`config.mk`:
```
export PLATFORM = sky130hd
export DESIGN_NAME = pad_comp_cal
export DESIGN_NICKNAME = d
export VERILOG_FILES = /design/src/rtl/pad_comp_pkg.sv /design/src/rtl/comp_mode_sel.sv /design/src/rtl/cal_sched.sv /design/src/rtl/pad_comp_cal.sv
export SDC_FILE = /design/constraint.sdc
export NUM_CORES = 1
export LEC_CHECK = 0
export BUFFER_PORTS_ARGS = -buffer_cell sky130_fd_sc_hd__buf_2
export CAP_MARGIN = 20
export CELL_PAD_IN_SITES_DETAIL_PLACEMENT = 1
export CELL_PAD_IN_SITES_GLOBAL_PLACEMENT = 2
export CORE_MARGIN = 3
export CORE_UTILIZATION = 34
export CTS_CLUSTER_DIAMETER = 50
export DETAILED_ROUTE_END_ITERATION = 10
export PLACE_DENSITY_LB_ADDON = 0.1
export SLEW_MARGIN = 20
export SYNTH_ARGS = -nofsm -noshare
export SYNTH_HDL_FRONTEND = slang
export SYNTH_SLANG_ARGS = --single-unit
```
`constraint.sdc`:
```
create_clock -name clk_i -period 4.7 [get_ports clk_i]
set_input_delay 0.235 -clock clk_i [delete_from_list [all_inputs] [get_ports clk_i]]
set_output_delay 0.235 -clock clk_i [all_outputs]
set_load 0.005 [all_outputs]
```
`src/rtl/pad_comp_pkg.sv`:
```
package pad_comp_pkg;
  typedef enum logic [1:0] {
    MODE_CALC = 2'b00,
    MODE_PROG = 2'b01,
    MODE_SUM  = 2'b10,
    MODE_DIFF = 2'b11
  } comp_mode_e;

  typedef enum logic [1:0] {
    ST_FIRST  = 2'd0,
    ST_REQ    = 2'd1,
    ST_UPD    = 2'd2,
    ST_PERIOD = 2'd3
  } cal_st_e;
endpackage

```
`src/rtl/comp_mode_sel.sv`:
```
module comp_mode_sel
  import pad_comp_pkg::*;
#(
  parameter int W = 6
) (
  input  logic [W-1:0] calc_i,
  input  logic [W-1:0] prog_i,
  input  logic [1:0]   mode_i,
  output logic [W-1:0] code_o
);
  localparam logic [W-1:0] MAX_CODE = {W{1'b1}};

  logic [W:0]   sum_w;
  logic [W-1:0] sum_sat;
  logic [W-1:0] diff_flr;
  comp_mode_e   mode;

  assign mode     = comp_mode_e'(mode_i);
  assign sum_w    = {1'b0, calc_i} + {1'b0, prog_i};
  assign sum_sat  = sum_w[W] ? MAX_CODE : sum_w[W-1:0];
  assign diff_flr = (calc_i > prog_i) ? (calc_i - prog_i) : '0;

  always_comb begin
    unique case (mode)
      MODE_CALC: code_o = calc_i;
      MODE_PROG: code_o = prog_i;
      MODE_SUM:  code_o = sum_sat;
      default:   code_o = diff_flr;
    endcase
  end
endmodule

```
`src/rtl/cal_sched.sv`:
```
module cal_sched
  import pad_comp_pkg::*;
#(
  parameter int FIRST_DLY = 264000,
  parameter int PERIOD_W  = 24
) (
  input  logic                clk_i,
  input  logic                rst_ni,
  input  logic                cal_en_i,
  input  logic [PERIOD_W-1:0] period_i,
  input  logic                gnt_i,
  output logic                req_o,
  output logic                upd_o
);
  localparam int FD_W  = $clog2(FIRST_DLY + 1);
  localparam int CNT_W = (FD_W > PERIOD_W) ? FD_W : PERIOD_W;
  localparam logic [CNT_W-1:0] FIRST_LIM = CNT_W'(FIRST_DLY - 1);

  cal_st_e          st_q;
  logic [CNT_W-1:0] cnt_q;
  logic [CNT_W:0]   cnt_inc;
  logic [CNT_W:0]   per_ext;

  assign cnt_inc = {1'b0, cnt_q} + 1'b1;
  assign per_ext = (CNT_W + 1)'(period_i);

  always_ff @(posedge clk_i or negedge rst_ni) begin
    if (!rst_ni) begin
      st_q  <= ST_FIRST;
      cnt_q <= '0;
    end else begin
      unique case (st_q)
        ST_FIRST: begin
          if (cnt_q == FIRST_LIM) begin
            st_q  <= ST_REQ;
            cnt_q <= '0;
          end else begin
            cnt_q <= cnt_inc[CNT_W-1:0];
          end
        end
        ST_REQ: if (gnt_i) st_q <= ST_UPD;
        ST_UPD: begin
          st_q  <= ST_PERIOD;
          cnt_q <= '0;
        end
        default: begin
          if (!cal_en_i) begin
            cnt_q <= '0;
          end else if (cnt_inc >= per_ext) begin  // period 0 behaves as 1
            st_q  <= ST_REQ;
            cnt_q <= '0;
          end else begin
            cnt_q <= cnt_inc[CNT_W-1:0];
          end
        end
      endcase
    end
  end

  assign req_o = (st_q == ST_REQ) || (st_q == ST_UPD);
  assign upd_o = (st_q == ST_UPD);
endmodule

```
`src/rtl/pad_comp_cal.sv`:
```
module pad_comp_cal #(
  parameter int FALL_W    = 6,
  parameter int RISE_W    = 5,
  parameter int FIRST_DLY = 264000,
  parameter int PERIOD_W  = 24
) (
  input  logic                clk_i,
  input  logic                rst_ni,
  input  logic                cal_en_i,
  input  logic [PERIOD_W-1:0] cal_period_i,
  input  logic [FALL_W-1:0]   calc_fall_i,
  input  logic [RISE_W-1:0]   calc_rise_i,
  input  logic [FALL_W-1:0]   prog_fall_i,
  input  logic [RISE_W-1:0]   prog_rise_i,
  input  logic [1:0]          mode_fall_i,
  input  logic [1:0]          mode_rise_i,
  input  logic                bus_gnt_i,
  output logic                bus_req_o,
  output logic [FALL_W-1:0]   fall_code_o,
  output logic [RISE_W-1:0]   rise_code_o,
  output logic [FALL_W-1:0]   fixed_fall_o,
  output logic [RISE_W-1:0]   fixed_rise_o
);
  logic              upd;
  logic              fixed_vld_q;
  logic [FALL_W-1:0] sel_fall;
  logic [RISE_W-1:0] sel_rise;
  logic [FALL_W-1:0] fall_q, fixed_fall_q;
  logic [RISE_W-1:0] rise_q, fixed_rise_q;

  comp_mode_sel #(.W(FALL_W)) u_sel_fall (
    .calc_i (calc_fall_i),
    .prog_i (prog_fall_i),
    .mode_i (mode_fall_i),
    .code_o (sel_fall)
  );

  comp_mode_sel #(.W(RISE_W)) u_sel_rise (
    .calc_i (calc_rise_i),
    .prog_i (prog_rise_i),
    .mode_i (mode_rise_i),
    .code_o (sel_rise)
  );

  cal_sched #(.FIRST_DLY(FIRST_DLY), .PERIOD_W(PERIOD_W)) u_sched (
    .clk_i    (clk_i),
    .rst_ni   (rst_ni),
    .cal_en_i (cal_en_i),
    .period_i (cal_period_i),
    .gnt_i    (bus_gnt_i),
    .req_o    (bus_req_o),
    .upd_o    (upd)
  );

  always_ff @(posedge clk_i or negedge rst_ni) begin
    if (!rst_ni) begin
      fall_q       <= '0;
      rise_q       <= '0;
      fixed_fall_q <= '0;
      fixed_rise_q <= '0;
      fixed_vld_q  <= 1'b0;
    end else if (upd) begin
      fall_q <= sel_fall;
      rise_q <= sel_rise;
      if (!fixed_vld_q) begin
        fixed_fall_q <= sel_fall;
        fixed_rise_q <= sel_rise;
        fixed_vld_q  <= 1'b1;
      end
    end
  end

  assign fall_code_o  = fall_q;
  assign rise_code_o  = rise_q;
  assign fixed_fall_o = fixed_fall_q;
  assign fixed_rise_o = fixed_rise_q;
endmodule

```
# --- Word level (Yosys, flattened, before mapping) ---
# Cells that the tools add are included.
word_totals:
  ff_bits: 49
  word_cells: 48
  out_inout_bits: 23
  input_bits: 54
op_classes:
  n_mux: 15
  eq_ne: 9
  n_reduce_logical: 8
  n_addsub: 5
  n_bitwise: 1
  magnitude_cmp: 3
op_table:
  columns: ["cell", "n"]
  rows:
  - ["2-to-1 mux 24 bit", 3]
  - ["case mux 24 bit (3 select lines)", 1]
  - ["adder 24 x 1 -> 25 bit, second input constant", 1]
  - ["greater-or-equal comparator 25 x 24 -> 1 bit", 1]
  - ["equality test 24 x 19 -> 1 bit, second input constant", 1]
  - ["case mux 6 bit (3 select lines)", 1]
  - ["case mux 5 bit (3 select lines)", 1]
  - ["2-to-1 mux 6 bit", 2]
  - ["2-to-1 mux 5 bit", 2]
  - ["2-to-1 mux 2 bit", 4]
  - ["nonzero test 4 bit", 2]
  - ["adder 6 x 6 -> 7 bit", 1]
  - ["adder 5 x 5 -> 6 bit", 1]
  - ["equality test 2 x 1 -> 1 bit, second input constant", 3]
  - ["equality test 2 bit, second input constant", 3]
  - ["> comparator 6 bit", 1]
  - ["logical NOT 2 bit", 3]
  - ["case mux 2 bit (3 select lines)", 1]
  - ["subtractor 6 bit", 1]
  - ["> comparator 5 bit", 1]
  - ["subtractor 5 bit", 1]
  - ["AND reduction 4 bit", 1]
  - ["inequality test 2 x 1 -> 1 bit, second input constant", 1]
  - ["inequality test 2 bit, second input constant", 1]
  - ["3 further kinds", 3]

# --- Logic depth before layout (Yosys ltp) ---
logic_depth:
  depth_word: 5
  depth_mapped: 16
  mapped_depth_nobuf: 14

# --- Modules after synthesis ---
# A second synthesis with hierarchy kept.
hier_totals:
  cells_unflattened: 521
  hier_area_um2: 4665.7
by_module_without_submodules:
  columns: ["mod", "seq_area_each_um2", "instances", "area_per_inst_um2", "cells_per_inst"]
  rows:
  - ["cal_sched", 650.6, 1, 2474.9, 299]
  - ["pad_comp_cal", 575.6, 1, 889.6, 49]
  - ["comp_mode_sel (u_sel_fall)", 0.0, 1, 738.2, 101]
  - ["comp_mode_sel (u_sel_rise)", 0.0, 1, 563.0, 72]

# --- Least setup slack after synthesis ---
# No wires, ideal clock.
synth_timing:
  path_kind: "flip-flop to flip-flop"
  startpoint: "register u_sched.cnt_q[6]"
  endpoint: "register u_sched.st_q[1]"
  t_required_ns: 4.572
  setup_ns: 0.128
  path_stages_with_launch: 15
  period_less_slack_ns: 3.629
  arrival_time_ns: 3.502
  setup_slack_ns: 1.071
  n_path_buf: 1
  path_cell_list: "dfrtp_1 -> and4_1 -> and2_2 -> and3_1 -> clkbuf_1 -> nand3_1 -> or2_1 -> xnor2_1 -> ha_1 -> nand4_1 -> or4_4 -> o32ai_4 -> nor3_2 -> nor3_2 -> mux2_1"
synth_via:
  elab_chain_len: 4
  elab_cells_between_ends: 6
  classes_between: "1 x add/sub; 1 x order compare; 2 x eq/ne; 2 x reduce/logical"
synth_lines:
  columns: ["item", "line", "source"]
  rows:
  - ["start: declaration", "cal_sched.sv:20", "logic [CNT_W-1:0] cnt_q;"]
  - ["start signal: assignment", "cal_sched.sv:38", "cnt_q <= cnt_inc[CNT_W-1:0];"]
  - ["start signal: assignment", "cal_sched.sv:53", "cnt_q <= cnt_inc[CNT_W-1:0];"]
  - ["adder 24 x 1 -> 25 bit", "cal_sched.sv:24", "assign cnt_inc = {1'b0, cnt_q} + 1'b1;"]
  - ["greater-or-equal comparator 25 x 24 -> 1 bit", "cal_sched.sv:49", "end else if (cnt_inc >= per_ext) begin"]
  - ["nonzero test 4 bit (no line)", null, null]
  - ["AND reduction 4 bit (no line) *", null, null]
  - ["end signal: assignment", "cal_sched.sv:29", "st_q <= ST_FIRST;"]
  - ["end signal: assignment", "cal_sched.sv:35", "st_q <= ST_REQ;"]
  - ["end signal: assignment", "cal_sched.sv:50", "st_q <= ST_REQ;"]
  - ["end: declaration", "cal_sched.sv:19", "cal_st_e st_q;"]
# Every way passes the cells marked *; elsewhere a longest branch is shown, timed or not.
# A chain may end at the register's enable or synchronous reset.

# --- Worst setup path in the final report ---
# Ends and elaborated chain as after synthesis.

==> run metrics <==
status=finished clean; Setup crit start=u_sched.cnt_q[6]; total CTS buffers=5; final setup TNS=0 ns; initial core utilization=35.3%; fraction of layout cells with a size suffix above 1=18.8%; Post-DP Area=5020 µm²; Via density=5.06; worst-case reg-to-reg path depth=13; Initial DRC Count=130; Syn Area/Cell=8.55 µm²; Multi-input gate area=2990 µm²; Global Route Usage Sum=16.9%; port bufs=76; Worst EP required=4.88 ns; Setup violations, final=0; Synth area leader=dfrtp_1; Net Count, Synth=636; vias in the first global route=4,044; r2r endpoint=u_sched.st_q[1]; upper clock frequency limit=258 MHz; register area=1230 µm²; synth unique cells=62; post-DP HPWL=9580 µm; CTS clock-pin slew for the worst setup and hold paths=0.07 ns; metal1 wirelength=5490 µm; number of synthesized flops with an enable pin=0; Power Dens Cells=345 nW/µm²; Leak=0.00257 µW; Syn. warnings=0; # fillers=1,564; Hold WS=0.0412 ns; met3 wire length=485 µm; Reg power frac=34.5%; Final nets=698; Final min period=3.88 ns; dominant synthesized flop cell=dfrtp_1; post-synthesis sequential element count=49; Root Driver=clkbuf_16; Top Metal Used=met4; Gates resized, CTS repair=0; RSZ-0062 raised after global routing=no; Post-Layout Inst Area=5160 µm²; CTS Hold Bufs=0; Crit. End Element=register; synthesized cell area=4510 µm²; Post-Synthesis Cells=527; drt pass-1 iters=4; die height=121 µm; Tot Pwr=1780 µW; H-tree depth=2; routability cong.=0.793; R2R setup slack=0.82 ns; reg2reg start=u_sched.cnt_q[6]; Clock Path Buffers=2; Setup CP Type=register to register; P&R area growth vs syn=14.6%; worst skew pair latency=0.29 ns; maximum net fanout on the critical path=5; vias post-DR=3,858; Slew @ Worst Pin=0.824 ns; critical path arrival=4.07 ns; TritonCTS clock tree=yes; switching power=705 µW; ranking of synthesized cells by area=dfrtp_1 (27%), ha_1 (14%), nor2_1 (6.1%); Die X=121 µm; Residual DRC=0; CP endpoint=u_sched.st_q[1]; Final Max Slew Viols=0; Int Power=1080 µW; most common cell after layout, fill and taps aside=buf_2; post-CTS setup buffers=0; core area=12,800 µm²; Max-Cap Viols=0; ANT cells=0; max_slew headroom=45.1%; register area share after synthesis=27.2%; IO Count=77; Max Clock Skew=0.00430 ns; Clk pwr share=20.6%; ys async rst share=100%; routed length on met2=5910 µm; first-pass GRT wire length=20,000 µm; wire per inst=15.8 µm; Final Hold Vio Count=0; worst vdd ir=0.227 mV; Die Area=14,700 µm²; Final WS setup=0.817 ns; Switching Fraction=39.6%; largest net degree at the start of global routing=50; Logic pwr share=44.8%; dpl ws=0.826 ns; most frequent cells in the layout=buf_2 (76), nor2_1 (73), inv_1 (51), ha_1 (51), dfrtp_1 (49); top-area cell type share of the netlist area=27.2%; row cnt=41; routed wire length=12,000 µm; HP Class=input pin to asynchronous set/reset pin; clk sinks=49; DRT antenna net count=0; initial antenna violation count=0; post-route clock period utilization=82.6%; CP startpoint kind=register; gr ovfl total=0
-- routing by layer --
layer  up-vias  GRT usage, %
li1       1928             -
met1      1859          22.0
met2        59          28.8
met3        12          3.64
met4         0          3.47
met5         -             0
-- worst min path at each step --
| stage | startpoint | end | slack (ns) | depth (start not counted) |
|---|---|---|---|---|
| after floorplan | rst_ni | fall_code_o[0] | -0.06 | 0 |
| after global placement | rst_ni | u_sched.cnt_q[14] | 0.40 | 2 |
| after detailed placement | rst_ni | u_sched.cnt_q[14] | 0.41 | 2 |
| after CTS | rst_ni | u_sched.cnt_q[14] | 0.08 | 2 |
| after global routing | rst_ni | u_sched.cnt_q[13] | 0.11 | 2 |
| final | rst_ni | u_sched.cnt_q[14] | 0.04 | 2 |
-- stage by stage --
| step | util (%) | instances |
|---|---|---|
| after floorplan | - | 527 |
| after global placement | 39.3 | 754 |
| after detailed placement | 39.3 | 754 |
| after CTS | 40.4 | 762 |
| after global routing | 40.4 | 762 |
| final | 40.4 | 762 |
-- sequential cells by signal (all words and copies together), names as in the netlist --
register	cells
u_sched.cnt_q	24
fall_code_o	6
fixed_fall_o	6
fixed_rise_o	5
rise_code_o	5
u_sched.st_q	2
fixed_vld_q	1
-- power by group through the flow --
| stage | combinational [µW] | clock [µW] | sequential, µW |
|---|---|---|---|
| after floorplan | 526 | 0 | 613 |
| after global routing | 900 | 402 | 633 |
| after detailed placement | 817 | 0 | 620 |
| after CTS | 819 | 378 | 617 |
| final | 798 | 368 | 615 |
| after global placement | 797 | 0 | 620 |
-- Yosys cell counts (15+ instances only) --
cell type and count:
a21oi_1 25, clkbuf_1 15, dfrtp_1 49, ha_1 51, inv_1 51, nand2_1 21
nand3_1 18, nor2_1 73, nor2b_1 15, o21ai_0 20, xnor2_1 30, xor2_1 15
-- worst max-delay path, cell delays in order (launching register included) --
cell	delay, ns
dfrtp_1	0.44
and4_1	0.29
and2_2	0.19
and3_1	0.25
nand3_1	0.16
or2_1	0.29
xnor2_1	0.14
ha_1	0.29
nand4_1	0.16
or4_4	0.54
o32ai_4	0.35
nor3_2	0.08
nor3_2	0.24
mux2_1	0.34
-- cell families after synthesis --
kind of cell             after synthesis  synth area share, %
XOR/XNOR                              45                 8.75
AO/OA/AOI/OAI                         94                 14.7
multiplexers                          22                 5.39
flip-flops                            49                 27.2
adder cells (fa/ha/maj)               55                 15.9
buffers and inverters                 74                 6.41
AND/OR/NAND/NOR                      188                 21.6
-- final cells by class --
class,count,area share (%)
sequential,49,23.8
tap,172,4.17
inverter,51,3.71
clock inverter,2,0.267
clock buffer,6,2.50
timing repair buffer,78,7.66
multi-input combinational,404,57.9
Note: power is estimated with default switching activity, not from simulation.
